File: config.mk
export PLATFORM = sky130hd
export DESIGN_NAME = uart_frame_tx
export DESIGN_NICKNAME = d
export VERILOG_FILES = /design/src/rtl/uart_tx_pkg.sv /design/src/rtl/uart_tx_baud.sv /design/src/rtl/uart_tx_fmt.sv /design/src/rtl/uart_tx_ctrl.sv /design/src/rtl/uart_frame_tx.sv
export SDC_FILE = /design/constraint.sdc
export NUM_CORES = 1
export LEC_CHECK = 0
export BUFFER_PORTS_ARGS = -buffer_cell sky130_fd_sc_hd__buf_2
export CAP_MARGIN = 20
export CORE_MARGIN = 2
export CORE_UTILIZATION = 55
export CTS_CLUSTER_SIZE = 24
export DETAILED_ROUTE_END_ITERATION = 8
export PLACE_DENSITY = 0.82
export SLEW_MARGIN = 15
export SYNTH_ARGS = -nofsm -noshare
export SYNTH_HDL_FRONTEND = slang
export SYNTH_SLANG_ARGS = --single-unit
File: constraint.sdc
create_clock -name clk -period 2.8 [get_ports clk]
set_input_delay 0.42 -clock clk [delete_from_list [all_inputs] [get_ports clk]]
set_output_delay 0.42 -clock clk [all_outputs]
set_load 0.03 [all_outputs]
File: src/rtl/uart_tx_pkg.sv
package uart_tx_pkg;

    localparam int DATA_MAX = 9;
    localparam int CNT_W    = $clog2(DATA_MAX + 1);

    localparam logic [2:0] MODE_OFF = 3'b000;
    localparam logic [2:0] MODE_C7  = 3'b100;
    localparam logic [2:0] MODE_C8  = 3'b101;
    localparam logic [2:0] MODE_C9  = 3'b110;

    typedef enum logic [2:0] {
        ST_IDLE,
        ST_START,
        ST_DATA,
        ST_PARITY,
        ST_STOP
    } tx_state_t;

    // Character length for a mode code; zero marks a disabled or illegal code.
    function automatic logic [CNT_W-1:0] char_len(input logic [2:0] code);
        logic [CNT_W-1:0] len;
        case (code)
            MODE_C7:  len = CNT_W'(7);
            MODE_C8:  len = CNT_W'(8);
            MODE_C9:  len = CNT_W'(9);
            MODE_OFF: len = '0;
            default:  len = '0;
        endcase
        return len;
    endfunction

endpackage

File: src/rtl/uart_tx_baud.sv
module uart_tx_baud #(
    parameter int DIV_W = 8,
    parameter int OVS   = 16
) (
    input  logic             clk,
    input  logic             rst_n,
    input  logic             clear,
    input  logic             run,
    input  logic [DIV_W-1:0] div,
    output logic             bit_tick
);
    localparam int OVS_W = (OVS > 1) ? $clog2(OVS) : 1;
    localparam logic [OVS_W-1:0] OVS_LAST = OVS_W'(OVS - 1);

    logic [DIV_W-1:0] div_q;
    logic [DIV_W-1:0] pre_q;
    logic [OVS_W-1:0] ovs_q;
    logic             pre_wrap;
    logic             ovs_wrap;

    assign pre_wrap = (pre_q == div_q);
    assign ovs_wrap = (ovs_q == OVS_LAST);
    assign bit_tick = run && pre_wrap && ovs_wrap;

    always_ff @(posedge clk or negedge rst_n) begin
        if (!rst_n) begin
            div_q <= '0;
            pre_q <= '0;
            ovs_q <= '0;
        end else if (clear) begin
            div_q <= div;
            pre_q <= '0;
            ovs_q <= '0;
        end else if (!run) begin
            pre_q <= '0;
            ovs_q <= '0;
        end else if (pre_wrap) begin
            pre_q <= '0;
            ovs_q <= ovs_wrap ? '0 : ovs_q + OVS_W'(1);
        end else begin
            pre_q <= pre_q + DIV_W'(1);
        end
    end
endmodule

File: src/rtl/uart_tx_fmt.sv
module uart_tx_fmt
    import uart_tx_pkg::*;
(
    input  logic                clk,
    input  logic                rst_n,
    input  logic                load,
    input  logic                shift,
    input  logic [DATA_MAX-1:0] data,
    input  logic [CNT_W-1:0]    n_bits_in,
    input  logic                par_en_in,
    input  logic                par_even_in,
    input  logic                two_stop_in,
    input  logic                invert_in,
    output logic                data_bit,
    output logic                par_bit,
    output logic [CNT_W-1:0]    n_bits,
    output logic                par_en,
    output logic                two_stop,
    output logic                invert
);
    logic [DATA_MAX-1:0] masked;
    logic [DATA_MAX-1:0] shreg_q;
    logic                par_d;
    logic                par_q;

    // Keep only the bits that belong to the selected character length.
    for (genvar gi = 0; gi < DATA_MAX; gi++) begin : g_mask
        assign masked[gi] = data[gi] & (n_bits_in > CNT_W'(gi));
    end

    assign par_d = par_even_in ? (^masked) : ~(^masked);

    always_ff @(posedge clk or negedge rst_n) begin
        if (!rst_n) begin
            shreg_q  <= '0;
            par_q    <= 1'b0;
            n_bits   <= CNT_W'(8);
            par_en   <= 1'b0;
            two_stop <= 1'b0;
            invert   <= 1'b0;
        end else if (load) begin
            shreg_q  <= masked;
            par_q    <= par_d;
            n_bits   <= n_bits_in;
            par_en   <= par_en_in;
            two_stop <= two_stop_in;
            invert   <= invert_in;
        end else if (shift) begin
            shreg_q  <= {1'b0, shreg_q[DATA_MAX-1:1]};
        end
    end

    assign data_bit = shreg_q[0];
    assign par_bit  = par_q;
endmodule

File: src/rtl/uart_tx_ctrl.sv
module uart_tx_ctrl
    import uart_tx_pkg::*;
(
    input  logic             clk,
    input  logic             rst_n,
    input  logic             accept,
    input  logic             bit_tick,
    input  logic [CNT_W-1:0] n_bits,
    input  logic             par_en,
    input  logic             two_stop,
    input  logic             data_bit,
    input  logic             par_bit,
    output logic             shift,
    output logic             busy,
    output logic             line_raw
);
    tx_state_t        state_q, state_d;
    logic [CNT_W-1:0] cnt_q, cnt_d;

    always_ff @(posedge clk or negedge rst_n) begin
        if (!rst_n) begin
            state_q <= ST_IDLE;
            cnt_q   <= '0;
        end else begin
            state_q <= state_d;
            cnt_q   <= cnt_d;
        end
    end

    always_comb begin
        state_d = state_q;
        cnt_d   = cnt_q;
        unique case (state_q)
            ST_IDLE: begin
                if (accept) begin
                    state_d = ST_START;
                    cnt_d   = '0;
                end
            end
            ST_START: begin
                if (bit_tick) state_d = ST_DATA;
            end
            ST_DATA: begin
                if (bit_tick) begin
                    if (cnt_q == n_bits - CNT_W'(1)) begin
                        cnt_d   = '0;
                        state_d = par_en ? ST_PARITY : ST_STOP;
                    end else begin
                        cnt_d = cnt_q + CNT_W'(1);
                    end
                end
            end
            ST_PARITY: begin
                if (bit_tick) state_d = ST_STOP;
            end
            ST_STOP: begin
                if (bit_tick) begin
                    if (two_stop && cnt_q == '0) begin
                        cnt_d = CNT_W'(1);
                    end else begin
                        cnt_d   = '0;
                        state_d = ST_IDLE;
                    end
                end
            end
            default: begin
                state_d = ST_IDLE;
                cnt_d   = '0;
            end
        endcase
    end

    always_comb begin
        busy  = (state_q != ST_IDLE);
        shift = (state_q == ST_DATA) && bit_tick;
        unique case (state_q)
            ST_IDLE:   line_raw = 1'b1;
            ST_START:  line_raw = 1'b0;
            ST_DATA:   line_raw = data_bit;
            ST_PARITY: line_raw = par_bit;
            ST_STOP:   line_raw = 1'b1;
            default:   line_raw = 1'b1;
        endcase
    end
endmodule

File: src/rtl/uart_frame_tx.sv
module uart_frame_tx
    import uart_tx_pkg::*;
#(
    parameter int DIV_W = 8,
    parameter int OVS   = 16
) (
    input  logic                clk,
    input  logic                rst_n,
    input  logic [DATA_MAX-1:0] tx_data,
    input  logic                tx_valid,
    output logic                tx_ready,
    input  logic [2:0]          cfg_mode,
    input  logic                cfg_par_en,
    input  logic                cfg_par_even,
    input  logic                cfg_two_stop,
    input  logic                cfg_invert,
    input  logic [DIV_W-1:0]    cfg_div,
    output logic                busy,
    output logic                txd
);
    logic [CNT_W-1:0] len_cfg;
    logic             mode_ok;
    logic             accept;
    logic             bit_tick;
    logic             shift;
    logic             line_raw;
    logic             data_bit;
    logic             par_bit;
    logic [CNT_W-1:0] n_bits;
    logic             par_en;
    logic             two_stop;
    logic             inv_q;

    assign len_cfg  = char_len(cfg_mode);
    assign mode_ok  = (len_cfg != '0);
    assign tx_ready = mode_ok && !busy;
    assign accept   = tx_valid && tx_ready;

    uart_tx_baud #(
        .DIV_W (DIV_W),
        .OVS   (OVS)
    ) baud_i (
        .clk      (clk),
        .rst_n    (rst_n),
        .clear    (accept),
        .run      (busy),
        .div      (cfg_div),
        .bit_tick (bit_tick)
    );

    uart_tx_fmt fmt_i (
        .clk         (clk),
        .rst_n       (rst_n),
        .load        (accept),
        .shift       (shift),
        .data        (tx_data),
        .n_bits_in   (len_cfg),
        .par_en_in   (cfg_par_en),
        .par_even_in (cfg_par_even),
        .two_stop_in (cfg_two_stop),
        .invert_in   (cfg_invert),
        .data_bit    (data_bit),
        .par_bit     (par_bit),
        .n_bits      (n_bits),
        .par_en      (par_en),
        .two_stop    (two_stop),
        .invert      (inv_q)
    );

    uart_tx_ctrl ctrl_i (
        .clk      (clk),
        .rst_n    (rst_n),
        .accept   (accept),
        .bit_tick (bit_tick),
        .n_bits   (n_bits),
        .par_en   (par_en),
        .two_stop (two_stop),
        .data_bit (data_bit),
        .par_bit  (par_bit),
        .shift    (shift),
        .busy     (busy),
        .line_raw (line_raw)
    );

    // The frame polarity is frozen at acceptance; the idle level follows the live input.
    assign txd = line_raw ^ (busy ? inv_q : cfg_invert);
endmodule

==> flow_summary.toml <==
[pwr]
power.density_cell_area_nw_per_um2 = 587
power_leakage_nw = 1.28
ir_drop_v = 0.000452

[global_routing]
grt_max_degree = 44
grt_antenna_before_repair = 0
grt_overflow_total = 0
grtUsageTotal = 0.217
number_of_global_route_vias_before_repair = 1731
grt_pass1_wl_um = 7540

[route]
detail_route.wl_per_cell_um = 13.1
dr.first_iter.drc_count = 105
drt_pass1_iterations = 5
ant_nets = 0
drt_wl_total_um = 4270
remaining_drc_errors = 0
detailroute.via_count = 1746
detail_route.vias_per_cell = 5.36

[setup_path]
critPathArrivalTime_ns = 2.04
critPathRequiredTime_ns = 2.38
regToRegSetupSlack_ns = 0.55
nature_of_the_critical_path_startpoint = "register"
path_cells = "or2_1, nor2_4, inv_1, mux2i_1, xor2_1, buf_2"
end_kind = "output port"
rr_endpoint = "ctrl_i.cnt_q[3]"
worstRegToRegCells = 7
critical_path_peak_fanout = 9
worstSetupPathType = "register to output port"
max_stage_delay_ns = 0.47
critPathSlowestCell = "sky130_fd_sc_hd__dfrtp_1"
r2r-start = "fmt_i.n_bits[0]"

[logic_synthesis]
synthArstFlopShare = 1.00
postSynthRegisterBits = 43
yosysSeqAreaShare = 0.466
synth-warning-count = 0
syn-mean-instance-area_sq_um = 9.40
ys_top_cells_by_area = "sky130_fd_sc_hd__dfrtp_1 (45%), sky130_fd_sc_hd__nand2_1 (8.4%), sky130_fd_sc_hd__xnor2_1 (6.4%), sky130_fd_sc_hd__mux2i_1 (4.8%), sky130_fd_sc_hd__xor2_1 (3.8%)"
synth_cell_types = 44
synth_top_cells_by_count = "sky130_fd_sc_hd__nand2_1 (52), sky130_fd_sc_hd__dfrtp_1 (42), sky130_fd_sc_hd__nor2_1 (18), sky130_fd_sc_hd__xnor2_1 (17), sky130_fd_sc_hd__o21ai_0 (16)"
mappedNetlistArea_sq_um = 2310
synthMostInstantiatedCell = "sky130_fd_sc_hd__nand2_1"
synthDominantCellAreaShare = 0.454
synth.largest_area_cell = "sky130_fd_sc_hd__dfrtp_1"
synthCells = 246
postSynth.topFlopCell = "sky130_fd_sc_hd__dfrtp_1"
postSynthNetCount = 279
synth_enable_flop_cells = 0

[timing]
period_needed_ns = 2.46
slew_worst_pin_ns = 0.925
timing.final.hold_violations = 0
setup_viol = 0
drv_slew = 0
slew_headroom = 0.383
achievable-frequency_mhz = 406
tns_ns = 0
fin_crit_sh = 0.880
rsz_0062_raised_after_global_routing = "false"
fin_worst_skew_ns = 0.00507

[finish]
layout.nets = 308
final_layout_size_suffix_gt1_frac = 0.156
finish.utilization = 0.638
insertedDiodeCount = 0
areaGrowthSynthToFinish_pct = 11.1
finalNonFillerCells = 326

[die]
top_level_port_count = 30
fp-row-count = 23
dieArea_sq_um = 4740
die_h_um = 68.9
die-width_um = 68.9
core_region_area_sq_um = 4030
initial_utilization = 0.574

[clock_tree]
cts_htree_levels = 2
postCtsSetupBuffers = 0
cts_hold_buf = 0
clock_insertion_delay_worst_skew_ns = 0.29
cts_repair_resize_count = 0
cts-buffers-inserted = 5
numClockSinks = 43
cts_tree = "built"
clock_tree.root_cell = "sky130_fd_sc_hd__clkbuf_8"
clock_path_buffers = 2
clk_pin_slew_ns = 0.08

[run_status]
result_of_the_run = "finished clean"

[place]
gp_congestion = 0.799
placedCellCount = 318
dpl.hpwl_um = 3200
port-buffer-count = 29

[job]
cap_violations = 0

[worst_hold_path]
hp-class = "input pin to asynchronous set/reset pin"
-- worst max-delay path by stage --
stage	from	end	slack, ns
floorplan	ctrl_i.state_q[0]	txd	0.56
global placement	ctrl_i.state_q[0]	txd	0.65
detailed placement	baud_i.pre_q[5]	ctrl_i.cnt_q[3]	0.58
CTS	ctrl_i.state_q[0]	txd	0.34
global route	ctrl_i.state_q[0]	txd	0.21
finish	ctrl_i.state_q[0]	txd	0.34
-- final cells by class --
type                       count  area (sq um)
fill                         357          1460
multi-input combinational    187          1170
sequential                    43          1080
timing repair buffer          30           153
clock buffer                   7          76.3
tap                           50          62.6
inverter                       8          30.0
clock inverter                 1          5.00
-- worst max-delay path, delay by kind of cell (launching register included) --
family	cells	cell delay (ns)
and+or+nand+nor	2	0.51
DFF	1	0.47
buffers and inverters	2	0.37
muxes	1	0.22
xor gates and xnor gates	1	0.17
-- routing by layer --
metal,GRT usage,part of all wire,up-vias
met4,0.0858,0.014,0
met1,0.278,0.46,807
li1,-,-,891
met3,0.0536,0.045,5
met5,0,0,-
met2,0.355,0.48,43
-- where the power goes --
group	switching (mW)	total [mW]	internal, mW
clock network	0.201	0.376	0.175
logic	0.167	0.328	0.161
registers	0.0927	0.805	0.712
-- cell usage in the layout, fill, tap and decap left out, drive strengths merged, types with 7 or more instances in the layout --
cell type / n
mux2i: 11
nand3: 11
dfrtp: 42
nor2: 19
o21ai: 16
nand2: 53
clkbuf: 7
a21oi: 7
xor2: 10
inv: 8
xnor2: 17
buf: 30
-- flip-flops by register name, summed over array words and instances (netlist names) --
register	cells
baud_i.div_q	8
baud_i.ovs_q	4
baud_i.pre_q	8
ctrl_i.cnt_q	4
ctrl_i.state_q	3
fmt_i.invert	1
fmt_i.n_bits	3
fmt_i.par_bit	1
fmt_i.par_en	1
fmt_i.shreg_q	9
fmt_i.two_stop	1
-- stage by stage --
stage	hold WS [ns]	power [mW]	worst slack (ns)	area [sq um]
6_report	0.261	1.51	0.337	2570
5_1_grt	0.318	1.61	0.210	2570
3_3_place_gp	0.460	1.13	0.655	2490
4_1_cts	0.294	1.52	0.335	2570
3_5_place_dp	0.477	1.14	0.577	2490
2_1_floorplan	0.124	1.04	0.557	2310
-- cell families (layout without fill, tap and decap cells) --
family	Yosys count	in the layout	synth area share
flops	43	43	0.466
xor+xnor	28	28	0.112
simple gates	108	108	0.220
fa+ha+maj	6	6	0.0324
compound gates	34	34	0.0909
mux	11	11	0.0476
buf+inv	16	46	0.0314
No activity file was read; power rests on OpenSTA's default activity.
